$ cat src/rtl/shp_pkg.sv
package shp_pkg;

    typedef enum logic [2:0] {
        ST_IDLE  = 3'd0,
        ST_QUAL  = 3'd1,
        ST_BUSY  = 3'd2,
        ST_LOCAL = 3'd3,
        ST_ACK   = 3'd4,
        ST_HOLD  = 3'd5
    } shp_state_e;

endpackage

$ cat src/rtl/shp_cfg_reg.sv
// Holds the chip-select timing selector: 0 = qualify on the edge after the
// strobe, 1 = qualify on the strobe edge.
module shp_cfg_reg (
    input  logic clk,
    input  logic rst_n,
    input  logic wr_en,
    input  logic wr_bit,
    output logic early_cs
);

    always_ff @(posedge clk or negedge rst_n) begin
        if (!rst_n) begin
            early_cs <= 1'b0;
        end else if (wr_en) begin
            early_cs <= wr_bit;
        end
    end

    // the selector only moves on a local write
    assert_cfg_write_only_R9: assert property (
        @(posedge clk) disable iff (!rst_n)
        !wr_en |=> $stable(early_cs)
    );

endmodule

$ cat src/rtl/shp_fsm.sv
module shp_fsm
    import shp_pkg::*;
(
    input  logic clk,
    input  logic rst_n,
    input  logic as_n,
    input  logic cs_n,
    input  logic early_cs,
    input  logic is_local,
    input  logic done,
    output logic capture,
    output logic req,
    output logic ack_n,
    output logic in_ack,
    output logic in_local
);

    shp_state_e state;
    shp_state_e nxt;

    // state register
    always_ff @(posedge clk or negedge rst_n) begin
        if (!rst_n) begin
            state <= ST_IDLE;
        end else begin
            state <= nxt;
        end
    end

    // next state and capture strobe
    always_comb begin
        nxt     = state;
        capture = 1'b0;
        unique case (state)
            ST_IDLE: begin
                if (!as_n) begin
                    if (early_cs) begin
                        if (!cs_n) begin
                            capture = 1'b1;
                            nxt     = is_local ? ST_LOCAL : ST_BUSY;
                        end else begin
                            nxt = ST_HOLD;
                        end
                    end else begin
                        nxt = ST_QUAL;
                    end
                end
            end
            ST_QUAL: begin
                if (!cs_n) begin
                    capture = 1'b1;
                    nxt     = is_local ? ST_LOCAL : ST_BUSY;
                end else begin
                    nxt = ST_HOLD;
                end
            end
            ST_BUSY: begin
                if (done) begin
                    nxt = ST_ACK;
                end
            end
            ST_LOCAL: nxt = ST_ACK;
            ST_ACK:   nxt = as_n ? ST_IDLE : ST_HOLD;
            ST_HOLD: begin
                if (as_n) begin
                    nxt = ST_IDLE;
                end
            end
            default: nxt = ST_IDLE;
        endcase
    end

    // Moore outputs
    always_comb begin
        req      = (state == ST_BUSY);
        in_ack   = (state == ST_ACK);
        in_local = (state == ST_LOCAL);
        ack_n    = !in_ack;
    end

    assert_ack_single_R6: assert property (
        @(posedge clk) disable iff (!rst_n)
        !ack_n |=> ack_n
    );

    assert_done_to_ack_R6: assert property (
        @(posedge clk) disable iff (!rst_n)
        (req && done) |=> !ack_n
    );

    assert_req_hold_R5: assert property (
        @(posedge clk) disable iff (!rst_n)
        (req && !done) |=> req
    );

    assert_early_drop_R2: assert property (
        @(posedge clk) disable iff (!rst_n)
        (state == ST_IDLE && !as_n && early_cs && cs_n) |=> (!req && ack_n && !in_local)
    );

    assert_late_drop_R3: assert property (
        @(posedge clk) disable iff (!rst_n)
        (state == ST_QUAL && cs_n) |=> (!req && ack_n && !in_local)
    );

    assert_held_strobe_R8: assert property (
        @(posedge clk) disable iff (!rst_n)
        (state == ST_HOLD && !as_n) |=> (!req && ack_n && !in_local)
    );

endmodule

$ cat src/rtl/shp_datapath.sv
module shp_datapath #(
    parameter int ADDR_W  = 15,
    parameter int DATA_W  = 8,
    parameter int CFG_BIT = 7
) (
    input  logic              clk,
    input  logic              rst_n,
    input  logic              capture,
    input  logic              host_rnw,
    input  logic [ADDR_W-1:0] host_addr,
    input  logic [DATA_W-1:0] host_din,
    input  logic              busy,
    input  logic              done,
    input  logic              in_local,
    input  logic              in_ack,
    input  logic              early_cs,
    input  logic [DATA_W-1:0] int_rdata,
    output logic              lat_rnw,
    output logic [ADDR_W-1:0] lat_addr,
    output logic [DATA_W-1:0] lat_wdata,
    output logic              cfg_wr,
    output logic              cfg_bit,
    output logic [DATA_W-1:0] dout,
    output logic              doe
);

    logic [DATA_W-1:0] rdata_q;
    logic [DATA_W-1:0] local_rd;

    always_comb begin
        local_rd          = '0;
        local_rd[CFG_BIT] = early_cs;
    end

    // request fields, frozen from the qualifying edge onward
    always_ff @(posedge clk or negedge rst_n) begin
        if (!rst_n) begin
            lat_rnw   <= 1'b1;
            lat_addr  <= '0;
            lat_wdata <= '0;
        end else if (capture) begin
            lat_rnw   <= host_rnw;
            lat_addr  <= host_addr;
            lat_wdata <= host_din;
        end
    end

    // read return register
    always_ff @(posedge clk or negedge rst_n) begin
        if (!rst_n) begin
            rdata_q <= '0;
        end else if (busy && done) begin
            rdata_q <= int_rdata;
        end else if (in_local && lat_rnw) begin
            rdata_q <= local_rd;
        end
    end

    always_comb begin
        cfg_wr  = in_local && !lat_rnw;
        cfg_bit = lat_wdata[CFG_BIT];
        doe     = in_ack && lat_rnw;
        dout    = doe ? rdata_q : '0;
    end

    assert_fields_stable_R5: assert property (
        @(posedge clk) disable iff (!rst_n)
        (busy && !done) |=> $stable({lat_rnw, lat_addr, lat_wdata})
    );

    assert_release_R7: assert property (
        @(posedge clk) disable iff (!rst_n)
        doe |=> !doe
    );

    assert_no_drive_on_write_R7: assert property (
        @(posedge clk) disable iff (!rst_n)
        (busy && !lat_rnw) |=> !doe
    );

endmodule

$ cat src/rtl/sync_host_port.sv
module sync_host_port #(
    parameter int                ADDR_W    = 15,
    parameter int                DATA_W    = 8,
    parameter int                CFG_BIT   = 7,
    parameter logic [ADDR_W-1:0] CTRL_ADDR = 15'h7F00
) (
    input  logic              clk,
    input  logic              rst_n,
    input  logic              host_as_n,
    input  logic              host_cs_n,
    input  logic              host_rnw,
    input  logic [ADDR_W-1:0] host_addr,
    input  logic [DATA_W-1:0] host_din,
    output logic [DATA_W-1:0] host_dout,
    output logic              host_doe,
    output logic              host_ack_n,
    output logic              int_req,
    output logic              int_rnw,
    output logic [ADDR_W-1:0] int_addr,
    output logic [DATA_W-1:0] int_wdata,
    input  logic [DATA_W-1:0] int_rdata,
    input  logic              int_done
);

    logic early_cs;
    logic is_local;
    logic capture;
    logic in_ack;
    logic in_local;
    logic cfg_wr;
    logic cfg_bit;

    assign is_local = (host_addr == CTRL_ADDR);

    shp_cfg_reg u_cfg (
        .clk      (clk),
        .rst_n    (rst_n),
        .wr_en    (cfg_wr),
        .wr_bit   (cfg_bit),
        .early_cs (early_cs)
    );

    shp_fsm u_fsm (
        .clk      (clk),
        .rst_n    (rst_n),
        .as_n     (host_as_n),
        .cs_n     (host_cs_n),
        .early_cs (early_cs),
        .is_local (is_local),
        .done     (int_done),
        .capture  (capture),
        .req      (int_req),
        .ack_n    (host_ack_n),
        .in_ack   (in_ack),
        .in_local (in_local)
    );

    shp_datapath #(
        .ADDR_W  (ADDR_W),
        .DATA_W  (DATA_W),
        .CFG_BIT (CFG_BIT)
    ) u_dp (
        .clk       (clk),
        .rst_n     (rst_n),
        .capture   (capture),
        .host_rnw  (host_rnw),
        .host_addr (host_addr),
        .host_din  (host_din),
        .busy      (int_req),
        .done      (int_done),
        .in_local  (in_local),
        .in_ack    (in_ack),
        .early_cs  (early_cs),
        .int_rdata (int_rdata),
        .lat_rnw   (int_rnw),
        .lat_addr  (int_addr),
        .lat_wdata (int_wdata),
        .cfg_wr    (cfg_wr),
        .cfg_bit   (cfg_bit),
        .dout      (host_dout),
        .doe       (host_doe)
    );

    // the local setting never reaches the internal port
    assert_local_no_req_R9: assert property (
        @(posedge clk) disable iff (!rst_n)
        in_local |-> !int_req
    );

endmodule

$ cat config.mk
export PLATFORM = sky130hd
export DESIGN_NAME = sync_host_port
export DESIGN_NICKNAME = d
export VERILOG_FILES = /design/src/rtl/shp_pkg.sv /design/src/rtl/shp_cfg_reg.sv /design/src/rtl/shp_fsm.sv /design/src/rtl/shp_datapath.sv /design/src/rtl/sync_host_port.sv
export SDC_FILE = /design/constraint.sdc
export NUM_CORES = 1
export LEC_CHECK = 0
export ABC_AREA = 1
export BUFFER_PORTS_ARGS = -buffer_cell sky130_fd_sc_hd__buf_2
export CAP_MARGIN = 20
export CORE_ASPECT_RATIO = 0.5
export CORE_MARGIN = 5
export CORE_UTILIZATION = 47
export DETAILED_ROUTE_END_ITERATION = 12
export HOLD_SLACK_MARGIN = 0.05
export PLACE_DENSITY = 0.79
export SETUP_SLACK_MARGIN = 0.05
export SLEW_MARGIN = 0
export SYNTH_ARGS = -nofsm -noshare
export SYNTH_HDL_FRONTEND = slang
export SYNTH_HIERARCHICAL = 1
export SYNTH_SLANG_ARGS = --single-unit
export TNS_END_PERCENT = 1
$ cat constraint.sdc
create_clock -name clk -period 1.9 [get_ports clk]
set_clock_uncertainty 0.2 [all_clocks]
set_input_delay 0.285 -clock clk [delete_from_list [all_inputs] [get_ports clk]]
set_output_delay 0.285 -clock clk [all_outputs]
set_load 0.005 [all_outputs]
==> results of run 1 <==
[state kept, by name, summed over array words and instances, names as in the netlist]
register	cells
u_cfg/early_cs	1
u_dp/lat_addr	15
u_dp/lat_rnw	1
u_dp/lat_wdata	8
u_dp/rdata_q	8
u_fsm/state	3
[per-stage QoR]
stage                     worst slack (ps)  hold WS, ps  power, mW  std cells
final                                 98.3         66.7       3.15        378
after global placement                 336         23.6       2.42        337
after detailed placement               241         40.7       2.50        337
after CTS                              104         53.3       3.14        378
after global routing                  29.0         64.7       3.40        378
after floorplan                        376         -211       2.02        218
[cell usage in the layout, fill, tap and decap left out]
master / netlist / final
inv_1: 49 / 49
o21ai_2: 4 / 4
o21ai_0: 27 / 27
buf_4: 1 / 3
nand2_4: 0 / 1
clkbuf_1: 1 / 2
nand3b_1: 1 / 1
nor2_2: 1 / 5
dfstp_2: 1 / 1
nand3_1: 6 / 6
nor2_1: 23 / 19
clkbuf_8: 0 / 6
dlygate4sd3_1: 0 / 32
o22ai_1: 1 / 1
buf_12: 0 / 1
dfrtp_1: 35 / 35
buf_2: 1 / 71
nand2_1: 64 / 63
[power groups by stage]
| stage | logic (mW) | registers (mW) | clock network, mW |
|---|---|---|---|
| after floorplan | 0.688 | 1.34 | 0 |
| after global placement | 1.11 | 1.31 | 0 |
| after detailed placement | 1.17 | 1.33 | 0 |
| after CTS | 1.26 | 1.31 | 0.565 |
| after global routing | 1.43 | 1.37 | 0.602 |
| final | 1.29 | 1.33 | 0.544 |
[how the worst max path moves through the flow]
stage / startpoint / end / slack [ps] / cells past startpoint
floorplan: u_fsm/state[2] / u_dp/lat_addr[11] / 380 / 5
CTS: u_fsm/state[1] / host_dout[1] / 100 / 6
detailed placement: u_fsm/state[1] / host_dout[1] / 240 / 6
global placement: u_fsm/state[1] / host_dout[7] / 340 / 6
finish: u_fsm/state[1] / host_dout[1] / 100 / 6
global route: u_fsm/state[1] / host_dout[6] / 30 / 6
[final cells by class]
class                      instances  area [um^2]
tap                               51         63.8
clock buffer                       8         90.1
sequential                        36          902
timing repair buffer             107          718
inverter                          49          184
multi-input combinational        127          564
fill                             272          931
[layer usage]
metal | part of all wire [%] | track usage (%)
met3 | 4.3 | 5.02
met2 | 54 | 38.6
met5 | 0 | 0
met1 | 41 | 21.0
met4 | 0.41 | 6.22
[worst reg2reg max path, delay by kind of cell (launching register included)]
kind / cells / cell delay, ps
simple gates: 3 / 470
buf+inv: 2 / 390
flops: 1 / 390
compound gates: 1 / 140
[cell families (layout without fill, tap and decap cells)]
logic type             Yosys count  in the layout  share of synthesized area, %
flip-flops                      36             36                          53.4
AND/OR/NAND/NOR                 95             95                          21.9
AO/OA/AOI/OAI                   32             32                          10.4
buffers and inverters           55            164                          14.3
[repair_timing]
item | CTS | global route
pin swaps | 0 | 0
setup endpoints to repair | 9 | 28
buffers inserted | 1 | 0
gates resized for setup | 2 | 3
hold buffers | 32 | 0
endpoints found under the hold margin | 47 | 0
==> impl_metrics.ini, run 1 <==
[finish]
fin_nets = 363
final_util_pct = 73.0
area_growth_pct = 49.2
fin_area_um2 = 2520
layout-drive-gt1-share_pct = 28.1
diodes = 0

[timing]
slew_viol_final = 0
final-setup-viol-count = 0
hold_viol = 0
relSlewSlack_pct = 73.3
worstMarginPinSlew_ps = 400
fmax_ghz = 0.555
fin_crit_sh_pct = 94.8
setup_tns_ps = 0
grt_setup_unrepaired = yes
finalCriticalPeriod_ps = 1800

[worst_setup_path]
r2r.worst_path.cells = 6
critical_path.cell_chain = nor2_2, nand2_1, inv_1, nand2_4, nor2_1, buf_2
reg2reg_to = u_dp/lat_addr[2]
crit_arrival_ps = 1320
critPathSlowestCell = dfrtp_1
slowest_delay_ps = 390
path_delay_family = simple AND/OR/NAND/NOR gates
required_ps = 1410
r2r_setup_slack_ps = 180
r2r_start = u_fsm/state[1]
end_kind = output port
cp-start-kind = register
path_class = register to output port
critPathMaxFanout = 9
path_buf_inv = 2

[die]
start_util_pct = 48.9
core-area_um2 = 3450
dieArea_um2 = 4970
die_h_um = 52.4
num_rows = 15
die_w_um = 94.8
io_pins = 72

[synth]
yosys_most_used_dff = dfrtp_1
synth_area_per_cell_um2 = 7.75
ys_seq_area_share_pct = 53.4
synth_edf_count = 0
synth.distinct_cells = 16
async_flop_share_pct = 100
synth_common_cells = nand2_1, inv_1, dfrtp_1, o21ai_0, nor2_1
synth_fp_nets = 255
synth.area.top_cells = dfrtp_1, nand2_1, inv_1, o21ai_0, nor2_1
synth.most_common_cell = nand2_1
synth_seq_cells = 36
ys_warn_count = 6
synth_top_area_share_pct = 51.8
synth_area_um2 = 1690
syn_inst = 218
synth_top_area_cell = dfrtp_1

[worst_hold_path]
hold_depth = 3
hold_path.startpoint = host_addr[2]
hold_class = primary input to register
holdPathEnd = u_dp/lat_addr[2]

[pwr]
vdd_drop_max_mv = 0.612
power_density_nw_per_um2 = 1250
power_frac_seq_pct = 42.0
p_clk_share_pct = 17.2
combPwrFrac_pct = 40.7
power.internal_mw = 1.97
p_sw_share_pct = 37.4
power.switching_mw = 1.18
p_leak_nw = 1.39

[cts]
root_buffer = clkbuf_8
clockBufferDepth = 2
cts.clk_slew.worst_paths_ps = 70
clock_latency_ps = 280
ctsHtreeMaxLevel = 2
cts_tree = done
cts_made_buffers = 5
cts.sinks = 36

[placement]
gp_congestion = 0.754
io_buffer_count = 71
placed_area_um2 = 2090
dpl.hpwl_um = 2990

[run_status]
outcome = finished, final reports clean

[routing]
drtIter0Drc = 57
ant_nets = 0
firstDrtPassIters = 4
wire_per_inst_um = 12.1
drc_errors = 0
routed_wl_um = 4590
viasPerCell = 4.46
via_count = 1686

[global_routing]
gr-total-overflow = 0
grt_first_pass_wirelength_um = 7510
grt_antenna_before_repair = 0
grt_max_degree = 49
grtUsageTotal_pct = 19.7
grt_pass1_vias = 1726

[run]
cap_violations = 0
Note: power is estimated with default switching activity, not from simulation.
==> run 2, diff against run 1 <==
- MAX_ROUTING_LAYER: unset -> met4
==> run 2 against run 1 <==
Effect of this change:
- largest cell class unchanged
- sequential share of layout area is the same
- combinational power is essentially flat
- worst hold slack lost 2.6 ps
- global-route usage grew 0.47 points
- routed wire length shrank 0.96%
- count of clock-buffer cells in the layout is the same
- sequential power is essentially flat
- non-clock buffer count is the same
- flip-flop and latch count is the same
- highest routed layer unchanged
- core utilization is the same
- critical endpoint unchanged
- setup slack gained 4.1 ps
==> impl_metrics.ini, run 2 (synthesized netlist as in run 1, its figures left out) <==
[worst_setup_path]
critical_path.cell_chain = nor2_2, nand2_1, inv_1, nand2_4, nor2_1, buf_2
critPathSlowestCell = dfrtp_1
reg2reg_to = u_dp/lat_addr[2]
cp-start-kind = register
r2r.worst_path.cells = 6
path_class = register to output port
r2r_start = u_fsm/state[1]
crit_arrival_ps = 1310
r2r_setup_slack_ps = 190
critPathMaxFanout = 9
required_ps = 1410
slowest_delay_ps = 410
end_kind = output port

[timing]
finalCriticalPeriod_ps = 1800
slew_viol_final = 0
fmax_ghz = 0.556
final-setup-viol-count = 0
worstMarginPinSlew_ps = 400
grt_setup_unrepaired = yes
relSlewSlack_pct = 73.3
hold_viol = 0
setup_tns_ps = 0
fin_crit_sh_pct = 94.6

[cts]
cts.sinks = 36
root_buffer = clkbuf_8
ctsHtreeMaxLevel = 2
clockBufferDepth = 2
cts.clk_slew.worst_paths_ps = 70
cts_made_buffers = 5
cts_tree = done
clock_latency_ps = 270

[global_routing]
grtUsageTotal_pct = 20.2
grt_max_degree = 49
grt_pass1_vias = 1728
gr-total-overflow = 0
grt_antenna_before_repair = 0
grt_first_pass_wirelength_um = 7510

[finish]
fin_area_um2 = 2520
final_cell_mix = buf_2, nand2_1, inv_1, dfrtp_1, dlygate4sd3_1
final_common_cell = buf_2
area_growth_pct = 49.2
instances_no_fill = 378
diodes = 0
top_register = u_dp/lat_addr
largest_reg_flops = 15
layout-drive-gt1-share_pct = 28.1
fin_nets = 363
final_util_pct = 73.0
reg_top3 = u_dp/lat_addr (15), u_dp/lat_wdata (8), u_dp/rdata_q (8)

[placement]
dpl.hpwl_um = 2990
io_buffer_count = 71
placed_area_um2 = 2090
dp_cells = 337
gp_congestion = 0.764

[routing]
ant_nets = 0
firstDrtPassIters = 4
routed_wl_um = 4550
wire_per_inst_um = 12.0
drc_errors = 0
drtIter0Drc = 57
via_count = 1673
viasPerCell = 4.43

[pwr]
p_leak_nw = 1.39
p_sw_share_pct = 37.3
combPwrFrac_pct = 40.6
total_power_mw = 3.15
power.switching_mw = 1.17
power_frac_seq_pct = 42.1
vdd_drop_max_mv = 0.611
power_density_nw_per_um2 = 1250
power.internal_mw = 1.97
p_clk_share_pct = 17.3

[worst_hold_path]
hold_path.startpoint = host_addr[2]
holdPathEnd = u_dp/lat_addr[2]
hold_depth = 3
hold_class = primary input to register

[run_status]
outcome = finished, final reports clean

[die]
start_util_pct = 48.9
num_rows = 15
die_w_um = 94.8
dieArea_um2 = 4970
die_h_um = 52.4
io_pins = 72
core-area_um2 = 3450

[run]
cap_violations = 0
==> run 2: power groups by stage <==
stage	Sequential, mW	Clock (mW)	Combinational, mW
2_1_floorplan	1.34	0	0.688
3_3_place_gp	1.31	0	1.11
3_5_place_dp	1.33	0	1.17
4_1_cts	1.31	0.565	1.26
5_1_grt	1.37	0.600	1.43
6_report	1.33	0.545	1.28
==> run 2: per-stage QoR <==
stage,hold WS (ps),setup slack (ps)
2_1_floorplan,-211,376
3_3_place_gp,23.6,336
3_5_place_dp,40.7,241
4_1_cts,53.3,104
5_1_grt,67.4,31.7
6_report,64.1,102
==> run 2: critical path: cells and delay by family (launching register included) <==
family / cells / cell delay, ps
buffers and inverters: 2 / 230
and+or+nand+nor: 4 / 410
DFF: 1 / 410
==> run 2: routing by layer <==
layer | track usage [%] | vias to the layer above | part of all wire [%] | wire (um)
met1 | 21.0 | 763 | 41 | 1840
met2 | 38.6 | 47 | 54 | 2470
met4 | 6.22 | 0 | 0.84 | 38
li1 | - | 859 | - | -
met5 | - | - | 0 | 0
met3 | 4.59 | 4 | 4.2 | 192
==> run 2: final cells by class <==
type / count / area (um^2)
multi-input cells: 127 / 564
flip-flops and latches: 36 / 902
well taps: 51 / 63.8
clock buffers: 8 / 90.1
inverters: 49 / 184
fillers: 272 / 931
repair buffers: 107 / 718
==> run 2: worst max-delay path by stage <==
| stage | startpoint | to | slack [ps] | depth (start not counted) |
|---|---|---|---|---|
| after floorplan | u_fsm/state[2] | u_dp/lat_addr[11] | 380 | 5 |
| after global placement | u_fsm/state[1] | host_dout[7] | 340 | 6 |
| after detailed placement | u_fsm/state[1] | host_dout[1] | 240 | 6 |
| after CTS | u_fsm/state[1] | host_dout[1] | 100 | 6 |
| after global routing | u_fsm/state[1] | host_dout[6] | 30 | 6 |
| final | u_fsm/state[0] | host_dout[1] | 100 | 6 |
==> run 2: timing repair <==
| item | in CTS | in global routing |
|---|---|---|
| setup endpoints to repair | 9 | 28 |
| resized for setup | 2 | 3 |
| hold buffers | 32 | 0 |
| pin swaps | 0 | 0 |
| setup buffers | 1 | 0 |
| endpoints found under the hold margin | 47 | 0 |
